$ cat src/rtl/spi_mem_pkg.sv
// Shared opcodes, status field position and command phases for the SPI
// serial memory slave. Assumes byte-wide commands, sent MSB first.
package spi_mem_pkg;
    localparam logic [7:0] OP_SET_WE   = 8'h06;
    localparam logic [7:0] OP_CLR_WE   = 8'h04;
    localparam logic [7:0] OP_STAT_RD  = 8'h05;
    localparam logic [7:0] OP_STAT_WR  = 8'h01;
    localparam logic [7:0] OP_MEM_RD   = 8'h03;
    localparam logic [7:0] OP_MEM_WR   = 8'h02;
    localparam int         WE_FLAG_BIT = 1;
    localparam int         ADDR_BYTES  = 3;

    typedef enum logic [2:0] {
        PH_OPCODE,
        PH_ADDR,
        PH_RDATA,
        PH_WDATA,
        PH_STAT_RD,
        PH_STAT_WR,
        PH_IGNORE
    } phase_t;
endpackage

$ cat src/rtl/spi_pin_front.sv
// Pin front end: finds SCK edges and chip-select window boundaries in the
// system clock domain and captures the clock idle level at window start.
// Assumes sck, cs_n and hold_n are already synchronous to clk.
// While hold_n is low no edge or boundary is reported.
module spi_pin_front (
    input  logic clk,
    input  logic rst_n,
    input  logic sck,
    input  logic cs_n,
    input  logic hold_n,
    output logic sel,
    output logic mode_hi,
    output logic frm_start,
    output logic frm_end,
    output logic sck_rise,
    output logic sck_fall
);
    logic sck_q;
    logic live;

    // Previous SCK level, used for edge detection.
    always_ff @(posedge clk) begin
        if (!rst_n) sck_q <= 1'b0;
        else        sck_q <= sck;
    end

    assign live      = hold_n && sel && !cs_n;
    assign sck_rise  = live && sck && !sck_q;
    assign sck_fall  = live && !sck && sck_q;
    assign frm_start = hold_n && !sel && !cs_n;
    assign frm_end   = hold_n && sel && cs_n;

    // Window state and clock idle level captured at its opening.
    always_ff @(posedge clk) begin
        if (!rst_n) begin
            sel     <= 1'b0;
            mode_hi <= 1'b0;
        end else if (frm_start) begin
            sel     <= 1'b1;
            mode_hi <= sck;
        end else if (frm_end) begin
            sel     <= 1'b0;
        end
    end
endmodule

$ cat src/rtl/spi_cmd_engine.sv
// Command engine: collects bits into bytes, decodes the opcode, gathers the
// address, steps the address counter and drives the SO bit and its enable.
// Assumes one command per window; the phase restarts at every window edge.
module spi_cmd_engine
    import spi_mem_pkg::*;
#(
    parameter int ADDR_W = 9
) (
    input  logic              clk,
    input  logic              rst_n,
    input  logic              frm_start,
    input  logic              frm_end,
    input  logic              sel,
    input  logic              hold_n,
    input  logic              sck_rise,
    input  logic              sck_fall,
    input  logic              si,
    input  logic              wr_allow,
    input  logic [7:0]        rd_data,
    output logic              so_q,
    output logic              so_oe,
    output logic              ram_we,
    output logic [ADDR_W-1:0] addr_q,
    output logic [7:0]        wr_data,
    output logic [7:0]        status_q
);
    localparam int            CNT_W    = $clog2(ADDR_BYTES + 1);
    localparam logic [CNT_W-1:0] LAST_AB = CNT_W'(ADDR_BYTES - 1);

    phase_t          phase;
    logic [2:0]      bit_cnt;
    logic [6:0]      sh;
    logic [CNT_W-1:0] abyte;
    logic            rd_cmd;
    logic [7:0]      byte_in;
    logic            byte_done;
    logic            tx_phase;
    logic [7:0]      tx;

    assign byte_in   = {sh, si};
    assign byte_done = sck_rise && (bit_cnt == 3'd7);
    assign tx_phase  = (phase == PH_RDATA) || (phase == PH_STAT_RD);
    assign tx        = (phase == PH_STAT_RD) ? status_q : rd_data;
    assign so_oe     = sel && hold_n && tx_phase;
    assign wr_data   = byte_in;
    assign ram_we    = byte_done && (phase == PH_WDATA) && wr_allow;

    // Bit assembly, opcode decode, address counter and status register.
    always_ff @(posedge clk) begin
        if (!rst_n) begin
            phase    <= PH_OPCODE;
            bit_cnt  <= 3'd0;
            sh       <= 7'd0;
            abyte    <= '0;
            rd_cmd   <= 1'b0;
            addr_q   <= '0;
            status_q <= 8'h00;
        end else if (frm_start || frm_end) begin
            phase   <= PH_OPCODE;
            bit_cnt <= 3'd0;
            abyte   <= '0;
        end else if (sck_rise) begin
            sh      <= {sh[5:0], si};
            bit_cnt <= bit_cnt + 3'd1;
            if (byte_done) begin
                case (phase)
                    PH_OPCODE: begin
                        abyte <= '0;
                        case (byte_in)
                            OP_SET_WE: begin
                                status_q[WE_FLAG_BIT] <= 1'b1;
                                phase <= PH_IGNORE;
                            end
                            OP_CLR_WE: begin
                                status_q[WE_FLAG_BIT] <= 1'b0;
                                phase <= PH_IGNORE;
                            end
                            OP_STAT_RD: phase <= PH_STAT_RD;
                            OP_STAT_WR: phase <= PH_STAT_WR;
                            OP_MEM_RD: begin
                                rd_cmd <= 1'b1;
                                phase  <= PH_ADDR;
                            end
                            OP_MEM_WR: begin
                                rd_cmd <= 1'b0;
                                phase  <= PH_ADDR;
                            end
                            default: phase <= PH_IGNORE;
                        endcase
                    end
                    PH_ADDR: begin
                        addr_q <= ADDR_W'({addr_q, byte_in});
                        abyte  <= abyte + 1'b1;
                        if (abyte == LAST_AB)
                            phase <= rd_cmd ? PH_RDATA : PH_WDATA;
                    end
                    PH_RDATA, PH_WDATA: addr_q <= addr_q + 1'b1;
                    PH_STAT_RD: phase <= PH_IGNORE;
                    PH_STAT_WR: begin
                        if (wr_allow)
                            status_q <= {byte_in[7:2], status_q[WE_FLAG_BIT], byte_in[0]};
                        phase <= PH_IGNORE;
                    end
                    default: phase <= PH_IGNORE;
                endcase
            end
        end
    end

    // Output bit: next bit of the outgoing byte on each falling SCK edge.
    always_ff @(posedge clk) begin
        if (!rst_n)                    so_q <= 1'b0;
        else if (sck_fall && tx_phase) so_q <= tx[3'd7 - bit_cnt];
    end
endmodule

$ cat src/rtl/spi_byte_ram.sv
// Behavioural byte array: synchronous write, combinational read.
// Assumes one write per clock; contents are not reset.
module spi_byte_ram #(
    parameter int ADDR_W = 9,
    parameter int DATA_W = 8
) (
    input  logic              clk,
    input  logic              we,
    input  logic [ADDR_W-1:0] addr,
    input  logic [DATA_W-1:0] wdata,
    output logic [DATA_W-1:0] rdata
);
    localparam int DEPTH = 1 << ADDR_W;

    logic [DATA_W-1:0] mem [DEPTH];

    // Store one byte when enabled.
    always_ff @(posedge clk) begin
        if (we) mem[addr] <= wdata;
    end

    assign rdata = mem[addr];
endmodule

$ cat src/rtl/spi_mem_slave.sv
// Top of the SPI serial memory slave: pin front end, command engine and
// byte array. Assumes pins synchronous to clk and SCK slower than clk/4.
module spi_mem_slave #(
    parameter int ADDR_W = 9
) (
    input  logic              clk,
    input  logic              rst_n,
    input  logic              sck,
    input  logic              cs_n,
    input  logic              hold_n,
    input  logic              si,
    input  logic              wr_allow,
    output logic              so,
    output logic              so_oe,
    output logic [ADDR_W-1:0] cur_addr,
    output logic [7:0]        status,
    output logic              mode_hi
);
    logic       frm_sel;
    logic       frm_start;
    logic       frm_end;
    logic       sck_rise;
    logic       sck_fall;
    logic       ram_we;
    logic [7:0] ram_wdata;
    logic [7:0] ram_rdata;

    spi_pin_front u_front (
        .clk      (clk),
        .rst_n    (rst_n),
        .sck      (sck),
        .cs_n     (cs_n),
        .hold_n   (hold_n),
        .sel      (frm_sel),
        .mode_hi  (mode_hi),
        .frm_start(frm_start),
        .frm_end  (frm_end),
        .sck_rise (sck_rise),
        .sck_fall (sck_fall)
    );

    spi_cmd_engine #(.ADDR_W(ADDR_W)) u_engine (
        .clk      (clk),
        .rst_n    (rst_n),
        .frm_start(frm_start),
        .frm_end  (frm_end),
        .sel      (frm_sel),
        .hold_n   (hold_n),
        .sck_rise (sck_rise),
        .sck_fall (sck_fall),
        .si       (si),
        .wr_allow (wr_allow),
        .rd_data  (ram_rdata),
        .so_q     (so),
        .so_oe    (so_oe),
        .ram_we   (ram_we),
        .addr_q   (cur_addr),
        .wr_data  (ram_wdata),
        .status_q (status)
    );

    spi_byte_ram #(.ADDR_W(ADDR_W), .DATA_W(8)) u_ram (
        .clk  (clk),
        .we   (ram_we),
        .addr (cur_addr),
        .wdata(ram_wdata),
        .rdata(ram_rdata)
    );
endmodule

$ cat config.mk
export PLATFORM = sky130hd
export DESIGN_NAME = spi_mem_slave
export DESIGN_NICKNAME = d
export VERILOG_FILES = /design/src/rtl/spi_mem_pkg.sv /design/src/rtl/spi_pin_front.sv /design/src/rtl/spi_cmd_engine.sv /design/src/rtl/spi_byte_ram.sv /design/src/rtl/spi_mem_slave.sv
export SDC_FILE = /design/constraint.sdc
export NUM_CORES = 2
export LEC_CHECK = 0
export BUFFER_PORTS_ARGS = -buffer_cell sky130_fd_sc_hd__buf_4
export CORE_ASPECT_RATIO = 1.1
export CORE_MARGIN = 5
export CORE_UTILIZATION = 55
export DETAILED_ROUTE_END_ITERATION = 10
export PLACE_DENSITY = 0.7
export SKIP_CTS_REPAIR_TIMING = 1
export SLEW_MARGIN = 15
export SYNTH_ARGS = -nofsm -noshare
export SYNTH_HDL_FRONTEND = slang
export SYNTH_HIERARCHICAL = 1
export SYNTH_SLANG_ARGS = --single-unit
$ cat constraint.sdc
create_clock -name clk -period 21.8 [get_ports clk]
set_input_delay 2.18 -clock clk [delete_from_list [all_inputs] [get_ports clk]]
set_output_delay 2.18 -clock clk [all_outputs]
set_load 0.1 [all_outputs]
==> summary.txt <==
Timing
  – Worst clock skew: between 0.03 and 0.04 ns
  – Final hold vios: 0
  – F_max: 128 MHz
  – Setup violators final: 0
  – RSZ-0062 raised after global routing: false
  – Max-slew headroom: 0.0482
  – Min Tclk post-route: ~8 ns
  – Min Hold Slack: approximately 0.47 ns
  – Worst-Margin Slew: roughly 1.4 ns
  – Period Utilization, post-route: 0.358
  – Setup_tns: 0 ns
  – Slack of the critical path: between 10 and 15 ns
  – Slew Viols, Final: 0

Power
  – LEAKAGE: between 50 and 60 nW
  – Final Power: between 15 and 20 mW
  – PD cells: 86.8 mW/mm^2
  – Peak supply drop: 0.0624 mV

Worst hold path
  – Worst hold path class: reg -> reg
  – Worst Hold Depth: 2
  – Hold wc startpoint: u_front/mode_hi

Synthesis
  – Largest cells by area after synthesis: edfxtp_1 (77%), mux4_2 (12%), mux2i_1 (2.9%)
  – Ys Warns: 6
  – Primary FF master, synth: edfxtp_1
  – Post-synth top area cell: edfxtp_1
  – Number of flops mapped to enable cells by yosys: 4096
  – Syn Inst Count: between 7000 and 8000
  – Distinct cells, synth: 81
  – Syn_nets: between 7000 and 8000
  – Commonest cells in the netlist: edfxtp_1 (4096), mux4_2 (818), nor2_1 (581), mux2i_1 (459), clkbuf_1 (205)
  – Sequential area share after synthesis: 0.773
  – Seq cells post-synth: 4133
  – Count leader, synth: edfxtp_1
  – Ys async rst share: 0
  – Syn Area/Cell: roughly 21 sq um
  – Top-area cell type share of the netlist area: 0.768
  – Post-Syn Area: 0.160 sq mm

Drt
  – DRT antenna net count: 0
  – Max Used Layer: met5
  – Routed wire length: approximately 430 mm
  – 1st-iter DRT viols: roughly 13000
  – Vias per cell: a little under 7
  – Wl on met1: 155 mm
  – Met2 wire length: between 150 and 200 mm
  – Met3 Routed Length: roughly 57 mm
  – Via count: around 84000
  – DRC violations left: 0
  – Routed length per instance: approximately 36 microns
  – Length of the first detailed-routing pass in iterations: 8

Layout
  – Final core occ: 0.613
  – Filler Cells Inserted: approximately 20000
  – Final Net Count: roughly 7900
  – Syn-to-layout area delta: 10.8%
  – Layout cells sized above 1: 0.209

Global route
  – First-pass GRT wire length: 616 mm
  – Total GRT Usage: 0.284
  – Maximum number of pins on one net before global-route repair: 197
  – Initial antenna violation count: 31
  – Number of global-route vias before repair: between 80000 and 90000
  – Grt ovf: 0

Critical path
  – Worst Setup Path Type: reg -> reg
  – Crit-path most repeated cell: buf_4
  – Crit-path max cell delay: 0.93 ns
  – Critical Path, Cell by Cell: buf_4, buf_4, buf_12, buf_4, mux4_2, a22o_1, a221oi_1, a31oi_1, or4_1, nor3_1, nand4_1, mux2i_1, mux4_2, nand2b_1, a311oi_1
  – Worst setup startpoint: u_engine/addr_q[1]
  – Depth of the most critical reg-to-reg path: 15
  – Crit path max-delay cell type: dfxtp_4
  – CP Launch Type: flop
  – Worst-path fanout max: 130
  – Reg-to-Reg Start: u_engine/addr_q[1]
  – Crit end category: flop
  – Required @ worst endpoint: 22.56 ns
  – CP arrival: about 8.6 ns

Floorplan
  – Core Area: 0.290 sq mm
  – Row Count: approximately 210
  – Die Area: about 0.30 sq mm
  – Num ports: 27
  – Die height: 576 microns
  – Die Span X: 525 microns
  – Initial Util: 0.553

Clock tree
  – CTS Buf Count: 392
  – CTS tree: built
  – CTS Root Cell: clkbuf_16
  – Clock Sinks: 4133
  – Max Buffers Root-to-Sink: 4
  – Clk slew on worst S/H paths: about 0.07 ns
  – H-tree depth: 5
  – Clk_lat worst skew: just over 0.9 ns

Flow run
  – Max-cap violation count: 0

Place
  – Gpl congestion: approximately 0.9
  – Post-DP HPWL: approximately 260 mm
  – Port buffer count: 26
  – Setup slack at placement: around 14 ns

Outcome
  – Status: finished, final reports clean
-- state kept, by name, summed over array words and instances, names as in the netlist --
name,count
u_front/sel,1
u_engine/bit_cnt,3
u_front/mode_hi,1
u_front/sck_q,1
u_engine/so_q,1
u_ram/mem,4096
u_engine/addr_q,9
u_engine/status_q,8
u_engine/rd_cmd,1
u_engine/sh,7
u_engine/abyte,2
u_engine/phase,3
-- logic make-up after synthesis --
group	synth area share
AND/OR/NAND/NOR	0.0303
buffers and inverters	0.0162
adder cells (fa/ha/maj)	0.000313
XOR/XNOR	0.0000547
multiplexers	0.145
flip-flops	0.773
AO/OA/AOI/OAI	0.0355
-- stage by stage --
| stage | instance area [sq um] | instances |
|---|---|---|
| global route | 177000 | 12100 |
| detailed placement | 165000 | 11400 |
| CTS | 177000 | 12100 |
| finish | 177000 | 12100 |
| floorplan | 160000 | 7788 |
| global placement | 165000 | 11400 |
-- path summary, 6_finish.rpt --
path,to,slack [ns]
worst min register to register,u_front/mode_hi,0.47
worst max register to register,u_engine/so_q,13.99
worst max-delay path,u_engine/so_q,13.99
worst min-delay path,u_front/mode_hi,0.47
-- report_power, final --
part	switching (mW)	leakage (nW)	total [mW]	internal, mW
clock network	2.89	6.18	6.76	3.87
logic	0.0234	8.35	0.0264	0.00300
registers	0.00104	39.4	8.61	8.61
total	2.92	54.0	15.4	12.5
-- final cells by class --
type | instances | area (sq um) | area share
multi-input cells | 3150 | 34200 | 0.193
well taps | 3866 | 4840 | 0.0273
repair buffers | 220 | 1890 | 0.0106
inverters | 9 | 38.8 | 0.000219
clock inverters | 235 | 2250 | 0.0127
clock buffers | 480 | 10400 | 0.0586
diodes | 15 | 37.5 | 0.000212
flip-flops and latches | 4133 | 124000 | 0.697
-- worst max-delay path, delay by kind of cell (launching register included) --
kind | cells | cell delay [ns]
multiplexers | 3 | 0.88
AO/OA/AOI/OAI | 4 | 1.07
AND/OR/NAND/NOR | 4 | 1.63
buffers and inverters | 4 | 2.91
flip-flops | 1 | 0.93
-- cell usage in the layout, fill, tap and decap left out, drive strengths merged, types with 18 or more instances in the layout --
cell type,synthesis,layout
o22ai,120,120
nor2b,29,29
a211oi,40,40
nand3,52,52
dfxtp,37,37
o21ai,53,53
a22oi,181,181
clkinvlp,0,18
buf,290,220
clkinv,1,165
mux2,19,19
a31oi,77,77
bufinv,0,40
a22o,47,47
a221oi,93,93
mux4,818,818
edfxtp,4096,4096
nor2,581,581
inv,8,21
nand2,143,143
mux2i,459,459
and3,28,28
a32oi,26,26
nor4,39,39
nand4,49,49
and2,19,19
clkbuf,206,480
nor3,32,32
a21oi,89,89
-- routing by layer --
layer  global-route usage  vias to the layer above
met5                    0                        -
met4                0.133                       20
met3               0.0800                     1055
met2                0.426                     5763
met1                0.393                    43900
li1                     -                    32800
Note: power is estimated with default switching activity, not from simulation.
